`config.mk`:
```
export PLATFORM = sky130hd
export DESIGN_NAME = serial_status_xmit
export DESIGN_NICKNAME = d
export VERILOG_FILES = /design/src/rtl/sst_pkg.sv /design/src/rtl/sst_flags.sv /design/src/rtl/sst_tx.sv /design/src/rtl/serial_status_xmit.sv
export SDC_FILE = /design/constraint.sdc
export NUM_CORES = 1
export LEC_CHECK = 0
export ABC_AREA = 1
export ABC_CLOCK_PERIOD_IN_PS = 1300
export BUFFER_PORTS_ARGS = -buffer_cell sky130_fd_sc_hd__buf_4
export CORE_ASPECT_RATIO = 1.25
export CORE_UTILIZATION = 55
export CTS_CLUSTER_SIZE = 24
export DETAILED_ROUTE_END_ITERATION = 16
export PLACE_DENSITY = 0.83
export SETUP_SLACK_MARGIN = 0.3
export SYNTH_ARGS = -nofsm -noshare
export SYNTH_HDL_FRONTEND = slang
export SYNTH_SLANG_ARGS = --single-unit
```
`constraint.sdc`:
```
create_clock -name clk -period 1.3 [get_ports clk]
set_input_delay 0.26 -clock clk [delete_from_list [all_inputs] [get_ports clk]]
set_output_delay 0.26 -clock clk [all_outputs]
set_load 0.01 [all_outputs]
```
`src/rtl/sst_pkg.sv`:
```
package sst_pkg;
    localparam int STAT_W = 8;
    localparam logic [STAT_W-1:0] STAT_RESET = 8'h84;

    // status bit positions (software-visible contract)
    localparam int IDX_TXE  = 7;
    localparam int IDX_RXF  = 6;
    localparam int IDX_OVR  = 5;
    localparam int IDX_FRM  = 4;
    localparam int IDX_PAR  = 3;
    localparam int IDX_TEND = 2;
    localparam int IDX_RMPB = 1;
    localparam int IDX_TMPB = 0;

    // sticky flags occupy bits IDX_TXE down to IDX_PAR
    localparam int STICKY_N = IDX_TXE - IDX_PAR + 1;

    typedef enum logic {
        SEL_STATUS = 1'b0,
        SEL_TXDATA = 1'b1
    } reg_sel_e;
endpackage

```
`src/rtl/sst_flags.sv`:
```
module sst_flags
    import sst_pkg::*;
(
    input  logic              clk,
    input  logic              rst_n,
    input  logic              standby_i,
    input  logic              tx_enable_i,
    input  logic              stat_rd_i,
    input  logic              stat_wr_i,
    input  logic [STAT_W-1:0] wdata_i,
    input  logic              txdata_wr_i,
    input  logic              xfer_i,
    input  logic              tx_done_i,
    input  logic              rx_ready_i,
    input  logic              rx_mpb_i,
    input  logic              rx_overrun_i,
    input  logic              rx_frame_err_i,
    input  logic              rx_parity_err_i,
    output logic [STAT_W-1:0] status_o
);
    typedef struct packed {
        logic [STAT_W-1:0]   stat;
        logic [STICKY_N-1:0] armed;
    } flags_t;

    flags_t q, d;

    logic [STICKY_N-1:0] sticky_q, sticky_d, hw_set, hw_clr, sw_clr;

    always_comb begin
        d        = q;
        sticky_q = q.stat[IDX_TXE:IDX_PAR];
        hw_set   = {xfer_i | ~tx_enable_i, rx_ready_i, rx_overrun_i,
                    rx_frame_err_i, rx_parity_err_i};
        hw_clr   = {txdata_wr_i, {(STICKY_N-1){1'b0}}};
        sw_clr   = stat_wr_i ? (~wdata_i[IDX_TXE:IDX_PAR] & q.armed) : '0;
        // set events win over any clear in the same cycle
        sticky_d = (sticky_q & ~(hw_clr | sw_clr)) | hw_set;
        d.stat[IDX_TXE:IDX_PAR] = sticky_d;
        // arm on a read that sees 1; disarm on a clear attempt or when low
        d.armed  = ((q.armed & ~sw_clr) | (stat_rd_i ? sticky_q : '0)) & sticky_d;

        if (xfer_i)
            d.stat[IDX_TEND] = 1'b0;
        else if (tx_done_i && q.stat[IDX_TXE])
            d.stat[IDX_TEND] = 1'b1;

        if (rx_ready_i)
            d.stat[IDX_RMPB] = rx_mpb_i;
        if (stat_wr_i)
            d.stat[IDX_TMPB] = wdata_i[IDX_TMPB];

        if (standby_i) begin
            d.stat  = STAT_RESET;
            d.armed = '0;
        end
    end

    always_ff @(posedge clk or negedge rst_n) begin
        if (!rst_n) begin
            q.stat  <= STAT_RESET;
            q.armed <= '0;
        end else begin
            q <= d;
        end
    end

    assign status_o = q.stat;


    standby_reload_chk: assert property (@(posedge clk) disable iff (!rst_n)
        standby_i |=> (status_o == STAT_RESET));

    no_sw_set_chk: assert property (@(posedge clk) disable iff (!rst_n)
        (!status_o[IDX_RXF] && !rx_ready_i && !standby_i) |=> !status_o[IDX_RXF]);

    set_wins_chk: assert property (@(posedge clk) disable iff (!rst_n)
        (rx_overrun_i && !standby_i) |=> status_o[IDX_OVR]);

    rmpb_hold_chk: assert property (@(posedge clk) disable iff (!rst_n)
        (!rx_ready_i && !standby_i) |=> $stable(status_o[IDX_RMPB]));

    txe_forced_chk: assert property (@(posedge clk) disable iff (!rst_n)
        !tx_enable_i |=> status_o[IDX_TXE]);
endmodule

```
`src/rtl/sst_tx.sv`:
```
module sst_tx #(
    parameter int DATA_BITS = 8
) (
    input  logic                 clk,
    input  logic                 rst_n,
    input  logic                 standby_i,
    input  logic                 tx_enable_i,
    input  logic                 bit_tick_i,
    input  logic                 txdata_wr_i,
    input  logic [DATA_BITS-1:0] wdata_i,
    input  logic                 txe_i,
    output logic                 xfer_o,
    output logic                 done_o,
    output logic                 busy_o,
    output logic                 txd_o,
    output logic [DATA_BITS-1:0] tdr_o
);
    localparam int FRAME_W = DATA_BITS + 2;
    localparam int CNT_W   = $clog2(FRAME_W);
    localparam logic [CNT_W-1:0] LAST = CNT_W'(FRAME_W - 1);

    typedef struct packed {
        logic [DATA_BITS-1:0] tdr;
        logic [FRAME_W-1:0]   shift;
        logic [CNT_W-1:0]     cnt;
        logic                 busy;
    } tx_t;

    tx_t q, d;
    logic xfer, done;

    always_comb begin
        d    = q;
        // a holding-register write in this cycle defers the transfer one cycle
        xfer = tx_enable_i & ~txe_i & ~q.busy & ~txdata_wr_i & ~standby_i;
        done = q.busy & bit_tick_i & (q.cnt == LAST) & ~standby_i;

        if (txdata_wr_i)
            d.tdr = wdata_i;

        if (xfer) begin
            d.shift = {1'b1, q.tdr, 1'b0};
            d.cnt   = '0;
            d.busy  = 1'b1;
        end else if (q.busy && bit_tick_i) begin
            if (q.cnt == LAST) begin
                d.busy = 1'b0;
            end else begin
                d.shift = {1'b1, q.shift[FRAME_W-1:1]};
                d.cnt   = q.cnt + 1'b1;
            end
        end

        if (standby_i)
            d = '0;
    end

    always_ff @(posedge clk or negedge rst_n) begin
        if (!rst_n) q <= '0;
        else        q <= d;
    end

    assign xfer_o = xfer;
    assign done_o = done;
    assign busy_o = q.busy;
    assign txd_o  = q.busy ? q.shift[0] : 1'b1;
    assign tdr_o  = q.tdr;


    start_bit_chk: assert property (@(posedge clk) disable iff (!rst_n)
        xfer_o |=> (txd_o == 1'b0));

    stop_bit_chk: assert property (@(posedge clk) disable iff (!rst_n)
        done_o |-> (txd_o == 1'b1));

    back_to_back_chk: assert property (@(posedge clk) disable iff (!rst_n)
        (done_o && !txe_i && tx_enable_i && !txdata_wr_i) |=> xfer_o);
endmodule

```
`src/rtl/serial_status_xmit.sv`:
```
module serial_status_xmit
    import sst_pkg::*;
(
    input  logic       clk,
    input  logic       rst_n,
    input  logic       standby_i,
    input  logic       tx_enable_i,
    input  logic       bit_tick_i,
    input  logic       reg_sel_i,
    input  logic       reg_rd_i,
    input  logic       reg_wr_i,
    input  logic [7:0] reg_wdata_i,
    output logic [7:0] reg_rdata_o,
    input  logic       rx_ready_i,
    input  logic       rx_mpb_i,
    input  logic       rx_overrun_i,
    input  logic       rx_frame_err_i,
    input  logic       rx_parity_err_i,
    output logic       txd_o
);
    reg_sel_e          sel;
    logic              stat_rd, stat_wr, data_wr;
    logic              xfer, tx_done, tx_busy;
    logic [STAT_W-1:0] status;
    logic [7:0]        tdr;

    assign sel     = reg_sel_e'(reg_sel_i);
    assign stat_rd = reg_rd_i && (sel == SEL_STATUS);
    assign stat_wr = reg_wr_i && (sel == SEL_STATUS);
    assign data_wr = reg_wr_i && (sel == SEL_TXDATA);

    sst_flags u_flags (
        .clk            (clk),
        .rst_n          (rst_n),
        .standby_i      (standby_i),
        .tx_enable_i    (tx_enable_i),
        .stat_rd_i      (stat_rd),
        .stat_wr_i      (stat_wr),
        .wdata_i        (reg_wdata_i),
        .txdata_wr_i    (data_wr),
        .xfer_i         (xfer),
        .tx_done_i      (tx_done),
        .rx_ready_i     (rx_ready_i),
        .rx_mpb_i       (rx_mpb_i),
        .rx_overrun_i   (rx_overrun_i),
        .rx_frame_err_i (rx_frame_err_i),
        .rx_parity_err_i(rx_parity_err_i),
        .status_o       (status)
    );

    sst_tx #(.DATA_BITS(8)) u_tx (
        .clk        (clk),
        .rst_n      (rst_n),
        .standby_i  (standby_i),
        .tx_enable_i(tx_enable_i),
        .bit_tick_i (bit_tick_i),
        .txdata_wr_i(data_wr),
        .wdata_i    (reg_wdata_i),
        .txe_i      (status[IDX_TXE]),
        .xfer_o     (xfer),
        .done_o     (tx_done),
        .busy_o     (tx_busy),
        .txd_o      (txd_o),
        .tdr_o      (tdr)
    );

    assign reg_rdata_o = (sel == SEL_TXDATA) ? tdr : status;


    tend_idle_chk: assert property (@(posedge clk) disable iff (!rst_n)
        status[IDX_TEND] |-> !tx_busy);

    data_wr_clears_chk: assert property (@(posedge clk) disable iff (!rst_n)
        (data_wr && tx_enable_i && !standby_i) |=> !status[IDX_TXE]);
endmodule

```
==> impl_metrics.ini, run 1 <==
[cts]
cts-htree-levels = 2
cts.clk_slew.worst_paths_ns = 0.07
ctsRootBufferMaster = clkbuf_8
cts_made_buffers = 5
cts_tree = yes
cts_buffer_depth = 2
clock_latency_ns = 0.29
clkSinkCount = 36

[routing]
post_drt_wl_per_cell_microns = 15.27
drc = 0
wirelength_microns = 5116
via_count = 1835
drt_iter0_drc = 66
vias_per_cell = 5.478
drt_pass1_iterations = 4
postRouteAntennaNets = 0

[critical_path]
crit_path_end_kind = flop
critical_path_required_ns = 1.48
cp-start-kind = flop
cp_max_fo = 6
worstSetupPathType = flop to flop
crit_arrival_ns = 1.56
r2r_cells = 9

[pwr]
max-vdd-ir-drop_uv = 1106
p_leak_nw = 1.409
power_density_nw_per_um2 = 918.5

[flow_run]
cap_violations = 0

[sta]
finalHoldViolCount = 0
rsz0062_at_grt = yes
finalSetupViolations = 15
timing.final.ws_setup_ns = -0.07542
max-slew-margin-rel = 0.6975
hold_slack_ns = 0.1650
maxSlewViolCount = 0
fin_tns_setup_ns = -0.6762
finalClockSkew_ns = 0.006022
fmax_mhz = 727.1
worst_slew_pin_slew_ns = 0.4538
finalCriticalPeriod_ns = 1.375
fin_crit_sh = 1.058

[place]
gp_congestion = 0.8502
dpl_worst_slack_ns = -0.02868
hpwl_microns = 2907
io_buffer_count = 29

[cells_and_area]
diodes = 0
layout_commonest_cell = nand2_1
layout_common_cells = 65 x nand2_1, 50 x buf_4, 33 x dfrtp_1
fin_nets = 320
drive_above_1_share = 0.4396
finish.utilization = 0.8245
area_delta_synth_final_pct = 42.11

[floorplanning]
rows = 23
start_util = 0.5802
die_area_sq_um = 3670
fp.dieW_microns = 54.39
core_area_sq_um = 3252
ioPinCount = 30
die_h_microns = 67.49

[status]
status = finished with violations
violations = negative setup slack

[synthesis]
ys_seq_elements = 36
yosysWarnings = 0
yosysUniqueCellTypes = 29
syn-cell-area_sq_um = 1887
seq_area_frac_synth = 0.4788
postSynthCellCount = 232
synth_nets = 255
syn_avg_cell_area_sq_um = 8.133

[min_path]
holdCritPathClass = primary input to flop
holdPathStages = 2

[global_route]
track_usage = 0.3115
grt_max_degree = 37
grt_overflow_total = 0
antenna_found_initial = 0
grt_pass1_wl_microns = 7948
grt_pass1_vias = 1834
==> metal layers <==
layer | up-vias | track usage | routed length, microns
met2 | 68 | 0.5396 | 2649
li1 | 870 | - | -
met1 | 876 | 0.3309 | 2042
met5 | - | 0 | 0
met3 | 21 | 0.07883 | 211
met4 | 0 | 0.1795 | 214
==> state kept, by name, indices dropped and copies added, names as in the netlist <==
name,count
u_flags.status_o,8
u_tx.q,14
u_flags.q,5
u_tx.tdr_o,8
u_tx.busy_o,1
==> path summary, 6_finish.rpt <==
| check | endpoint | from | slack [ns] |
|---|---|---|---|
| worst max-delay path | u_tx.q[10] | u_flags.status_o[7] | -0.08 |
| worst min-delay path | u_tx.busy_o | standby_i | 0.17 |
| worst max register to register | u_tx.q[10] | u_flags.status_o[7] | -0.08 |
| worst min register to register | u_tx.q[8] | u_tx.q[8] | 0.51 |
| max in group asynchronous | u_flags.status_o[7] | rst_n | 0.48 |
| min in group asynchronous | u_tx.q[3] | rst_n | 0.46 |
==> layout make-up <==
type                       instances  area [sq um]
fill                             193         570.5
clock buffer                       8         100.1
tap                               37         46.29
sequential                        36         904.6
inverter                          33         138.9
timing repair buffer              60         486.7
multi-input combinational        161          1005
==> cell usage after synthesis, drive strengths merged <==
master	n	area (sq um)
o21ai	11	55.05
a21oi	5	28.78
clkbuf	1	3.750
nor2	12	61.31
a22oi	4	30.03
buf	4	32.53
a21boi	1	7.510
inv	33	128.9
nand3b	1	7.510
nor3	1	10.01
dfrtp	34	850.8
nand2	83	354.1
o31ai	1	7.510
dfstp	2	52.55
nand3	28	167.7
or2	2	12.52
o22ai	4	25.02
ha	2	25.02
xor2	3	26.28
==> through the flow <==
stage,total power [W],instance area [sq um],cells
detailed placement,0.001511,2197,301
global route,0.002563,2681,335
CTS,0.002441,2587,331
global placement,0.001504,2197,301
finish,0.002463,2681,335
floorplan,0.001366,1911,232
==> worst max-delay path, cell delays in order (launching register included) <==
cell and delay [ns]:
dfstp_2 0.54, inv_2 0.05, buf_4 0.14, nand2_4 0.08
nor2_8 0.07, buf_6 0.13, nand3_2 0.07, nand2_2 0.06
nand2_2 0.07, nand2_1 0.06
==> cell families (layout without fill, tap and decap cells) <==
| group | after synthesis | in the layout | synth area share |
|---|---|---|---|
| xor+xnor | 3 | 3 | 0.01393 |
| buf+inv | 38 | 101 | 0.08753 |
| flops | 36 | 36 | 0.4788 |
| compound gates | 26 | 26 | 0.08157 |
| simple gates | 127 | 130 | 0.3249 |
| fa+ha+maj | 2 | 2 | 0.01326 |
==> report_power, final <==
part,total [W],internal [W],switching (W)
combinational,0.000397,0.000175,0.000222
clock,0.000879,0.000483,0.000396
sequential,0.00119,0.00116,0.0000266
==> what timing repair did <==
| action | 4_1_cts | 5_1_grt |
|---|---|---|
| resized for setup | 34 | 24 |
| endpoints found under the setup margin | 27 | 35 |
| pin swaps | 17 | 14 |
| hold buffers | 1 | 0 |
| cloned | 3 | 0 |
| hold endpoints to repair | 34 | 0 |
| buffers inserted | 18 | 4 |
(Power assumes the default switching activity.)
==> run 2: changes to the inputs <==
Settings changed: ABC_CLOCK_PERIOD_IN_PS 1300 to 1400.
Clock period 1.3 ns to 1.4 ns, I/O delays scaled along.
==> run 2 against run 1 <==
Net effect: the run still ends with negative setup slack left; sequential share of layout area fell by 1.2 points; clock skew fell by 0.0020 ns; non-clock buffer count fell by 2; hold slack improved by 0.021 ns; combinational power fell by 3%; global-route usage fell by 0.60 points; first-iteration DRC count rose by 61%; die area did not move; core utilization rose by 3.1 points; critical endpoint is now reg_rdata_o[7].
==> impl_metrics.ini, run 2 (same netlist as run 1, synthesis figures left out) <==
[status]
status = finished with violations
violations = negative setup slack

[cts]
ctsRootBufferMaster = clkbuf_8
cts_made_buffers = 5
clock_latency_ns = 0.29
cts-htree-levels = 2
cts_tree = yes
cts_buffer_depth = 2
clkSinkCount = 36
cts.clk_slew.worst_paths_ns = 0.07

[routing]
via_count = 1894
wirelength_microns = 5488
drc = 0
post_drt_wl_per_cell_microns = 16.53
drt_pass1_iterations = 5
vias_per_cell = 5.705
postRouteAntennaNets = 0
drt_iter0_drc = 106

[place]
io_buffer_count = 29
hpwl_microns = 2805
gp_congestion = 0.8534
place_area_sq_um = 2168
dp_cells = 296

[pwr]
combPwrFrac = 0.171
p_leak_nw = 1.419
swShare = 0.2718
p_int_w = 0.001644
max-vdd-ir-drop_uv = 866.6
switching_power_w = 0.0006134
seqPwrFrac = 0.489
finalPower_w = 0.002257
pwr-share-clk = 0.340
power_density_nw_per_um2 = 811.2

[global_route]
grt_pass1_vias = 1765
grt_overflow_total = 0
grt_pass1_wl_microns = 7790
antenna_found_initial = 0
track_usage = 0.3055
grt_max_degree = 37

[floorplanning]
ioPinCount = 30
die_h_microns = 67.49
rows = 23
fp.dieW_microns = 54.39
die_area_sq_um = 3670
core_area_sq_um = 3252
start_util = 0.5802

[cells_and_area]
multi_input_area_sq_um = 1091
fin_nets = 317
drive_above_1_share = 0.4542
seqCellArea_sq_um = 904.6
layout_common_cells = 59 x nand2_1, 43 x buf_4, 33 x dfrtp_1
finish.utilization = 0.8557
largest_reg_flops = 14
top_register = u_tx.q
fin_cells = 332
fin_area_sq_um = 2783
layout_commonest_cell = nand2_1
diodes = 0
area_delta_synth_final_pct = 47.48
nFillCells = 165

[critical_path]
cp_max_fo = 2
cp-start-kind = flop
crit_arrival_ns = 1.13
crit_path_end_kind = output pin
critical_path_required_ns = 1.12
worstSetupPathType = flop to output pin

[sta]
finalHoldViolCount = 0
rsz0062_at_grt = yes
max-slew-margin-rel = 0.6998
maxSlewViolCount = 0
fin_crit_sh = 1.009
finalCriticalPeriod_ns = 1.412
finalClockSkew_ns = 0.004016
worst_slew_pin_slew_ns = 0.4502
hold_slack_ns = 0.1865
timing.final.ws_setup_ns = -0.01227
finalSetupViolations = 1
fmax_mhz = 708.1

[flow_run]
cap_violations = 0

[min_path]
holdCritPathClass = primary input to flop
==> run 2: cell types whose count changed in the layout (fill, tap and decap cells not counted), moves of 3 or more <==
cell / previous run / this run
buf_12: 0 / 3
buf_4: 50 / 43
inv_1: 20 / 23
nand2_1: 65 / 59
nand2_2: 11 / 17
nand2_4: 8 / 5
nand3_2: 11 / 8
nand3_4: 3 / 6
==> run 2: worst paths after layout <==
path                                startpoint             endpoint  slack [ns]  cells past startpoint
max in group asynchronous                rst_n  u_flags.status_o[7]        0.58                      2
setup reg to reg           u_flags.status_o[7]            u_tx.q[6]           0                      9
hold reg to reg                     u_tx.q[10]           u_tx.q[10]        0.52                      2
setup / recovery           u_flags.status_o[7]       reg_rdata_o[7]       -0.01                      3
min in group asynchronous                rst_n            u_tx.q[2]        0.47                      2
hold / removal                       standby_i          u_tx.busy_o        0.19                      2
==> run 2: cell type report <==
type                            instances  area share
Multi-Input combinational cell        160      0.3921
Sequential cell                        36      0.3251
Timing Repair Buffer                   58      0.1857
Inverter                               33     0.04811
Clock buffer                            8     0.03237
Tap cell                               37     0.01664
==> run 2: routing by layer <==
layer / up-vias / wire, microns / track usage
met5: - / 0 / 0
met1: 891 / 1859 / 0.3338
met4: 0 / 222 / 0.1314
met3: 29 / 367 / 0.07658
li1: 861 / - / -
met2: 113 / 3038 / 0.5412
==> run 2: power groups by stage <==
stage	Combinational, W	Sequential [W]	Clock (W)
6_report	0.000385	0.00110	0.000768
5_1_grt	0.000415	0.00111	0.000806
4_1_cts	0.000344	0.00110	0.000757
3_5_place_dp	0.000279	0.00112	0
3_3_place_gp	0.000273	0.00112	0
2_1_floorplan	0.000152	0.00112	0
==> run 2: repair_timing <==
item / in CTS / in global routing
hold buffers: 1 / 0
pin swaps: 23 / 14
endpoints found under the setup margin: 27 / 31
setup buffers: 19 / 6
endpoints found under the hold margin: 34 / 0
cloned: 2 / 0
gates resized for setup: 45 / 32
==> run 2: metrics by stage <==
stage | worst slack, ns | TNS [ns]
2_1_floorplan | 0.2100 | 0
3_3_place_gp | 0.08973 | 0
3_5_place_dp | 0.04073 | 0
4_1_cts | 0.01019 | 0
5_1_grt | -0.04008 | -0.2336
6_report | -0.01227 | -0.01227
==> run 2: worst max-delay path: stages, from the launching register on <==
cell and delay [ns]:
dfstp_2 0.55, inv_2 0.05, o21ai_2 0.11, buf_4 0.13
==> run 3: changes to the inputs <==
Settings changed: CORE_UTILIZATION 55 to 56, PLACE_DENSITY 0.83 to 0.84.
==> run 3 against run 2 <==
Net effect: the flow now finishes without violations; sequential power hardly changed; clock power is 7.0% lower; non-clock buffer count is 5 lower; design area is 6.3% lower; cell count is 1.2% lower; first-iteration DRC count is 41% lower; die area is 1.7% lower; power is 3.5% lower; core utilization is 4.7 points lower; hold slack better by 0.021 ns; sequential share of layout area is 2.2 points higher; worst setup slack better by 0.034 ns.
==> impl_metrics.ini, run 3 (same netlist as run 1, synthesis figures left out) <==
[status]
status = completed

[floorplanning]
rows = 23
fp.dieW_microns = 53.92
start_util = 0.5854
die_h_microns = 66.90
die_area_sq_um = 3607
ioPinCount = 30
core_area_sq_um = 3223

[global_route]
grt-busiest-layer = met2
grt_pass1_wl_microns = 7741
grt_overflow_total = 0
grt_use_met3 = 0.07534
grt_pass1_vias = 1829
track_usage = 0.3012
use_met1 = 0.3304
grt_max_degree = 37
antenna_found_initial = 0
met2_usage = 0.5293

[routing]
post_drt_wl_per_cell_microns = 14.52
postRouteAntennaNets = 0
wirelength_microns = 4761
via_count = 1768
vias_per_cell = 5.390
drc = 0
drt_pass1_iterations = 4
drt_iter0_drc = 63

[cts]
cts_buffer_depth = 2
cts.clk_slew.worst_paths_ns = 0.07
clkSinkCount = 36
clock_latency_ns = 0.29
cts-htree-levels = 2
cts_made_buffers = 5
ctsRootBufferMaster = clkbuf_8
cts_tree = yes

[critical_path]
worstSetupPathType = flop to output pin
cp_max_fo = 2
crit_arrival_ns = 1.10
cp-start-kind = flop
critical_path_required_ns = 1.12
crit_path_end_kind = output pin
r2r_cells = 9

[place]
hpwl_microns = 2946
dpl_worst_slack_ns = 0.01870
gp_congestion = 0.8189
place_area_sq_um = 2163
io_buffer_count = 29

[sta]
timing.final.ws_setup_ns = 0.02162
max-slew-margin-rel = 0.6954
finalHoldViolCount = 0
fmax_mhz = 725.5
rsz0062_at_grt = yes
worst_slew_pin_slew_ns = 0.4569
hold_slack_ns = 0.2073
finalSetupViolations = 0
finalClockSkew_ns = 0.005520
fin_crit_sh = 0.9846
finalCriticalPeriod_ns = 1.378
maxSlewViolCount = 0

[pwr]
max-vdd-ir-drop_uv = 710.1
p_leak_nw = 1.371
power_density_nw_per_um2 = 835.9

[cells_and_area]
top_register = u_tx.q
area_delta_synth_final_pct = 38.13
layout_commonest_cell = nand2_1
layout_common_cells = 65 x nand2_1, 44 x buf_4, 33 x dfrtp_1
finish.utilization = 0.8086
nFillCells = 192
drive_above_1_share = 0.4055
fin_nets = 313
largest_reg_flops = 14
diodes = 0
fin_area_sq_um = 2606

[min_path]
holdPathStages = 2
holdCritPathClass = primary input to flop

[flow_run]
cap_violations = 0
## run 3: changes by cell type in the layout (fill, tap and decap cells not counted), moves of 2 or more
cell	change
nand2_1	+6
nand2_2	-5
nand3_1	+5
buf_6	-4
nand3_4	-4
buf_12	-2
clkinv_2	+2
o21ai_1	-2
o21ai_2	+2
## run 3: repair_timing
item                                   in CTS  in global routing
hold buffers                                1                  0
setup endpoints to repair                  27                 32
pin swaps                                  14                 10
cloned                                      3                  0
setup buffers                              15                  4
resized for setup                          27                 27
endpoints found under the hold margin      34                  0
## run 3: worst max-delay path, stage by stage (launching register included)
cell     delay [ns]
dfstp_2        0.54
inv_2          0.04
o21ai_2        0.10
buf_4          0.13
## run 3: final timing paths
check	start	endpoint	slack (ns)
max	u_flags.status_o[7]	reg_rdata_o[7]	0.02
min	standby_i	u_tx.busy_o	0.21
max reg2reg	u_flags.status_o[7]	u_tx.q[6]	0.05
min reg2reg	u_tx.q[10]	u_tx.q[10]	0.49
max in group asynchronous	rst_n	u_tx.busy_o	0.57
min in group asynchronous	rst_n	u_tx.q[1]	0.48
## run 3: area by class of cell
type	count	area (sq um)	area share
clock buffers	7	76.32	0.02928
clock inverters	1	5.005	0.001920
inverters	33	135.1	0.05185
multi-input cells	161	999.7	0.3836
flip-flops and latches	36	904.6	0.3471
well taps	37	46.29	0.01776
repair buffers	53	439.2	0.1685
## run 3: through the flow
stage	power [W]	std cells	setup TNS, ns
after floorplan	0.001267	232	0
after global placement	0.001391	297	0
after detailed placement	0.001400	297	0
after CTS	0.002147	324	0
after global routing	0.002261	328	-0.09292
final	0.002179	328	0
## run 3: per-layer routing
metal,up-vias,share of wire
met1,856,0.39
met2,45,0.55
met4,0,0.024
met3,15,0.038
li1,852,-
met5,-,0
## run 3: power by group
group          internal [W]  leakage (nW)  switching (W)
registers           0.00108         0.482      0.0000249
clock network      0.000349        0.0422       0.000365
logic              0.000159         0.847       0.000204
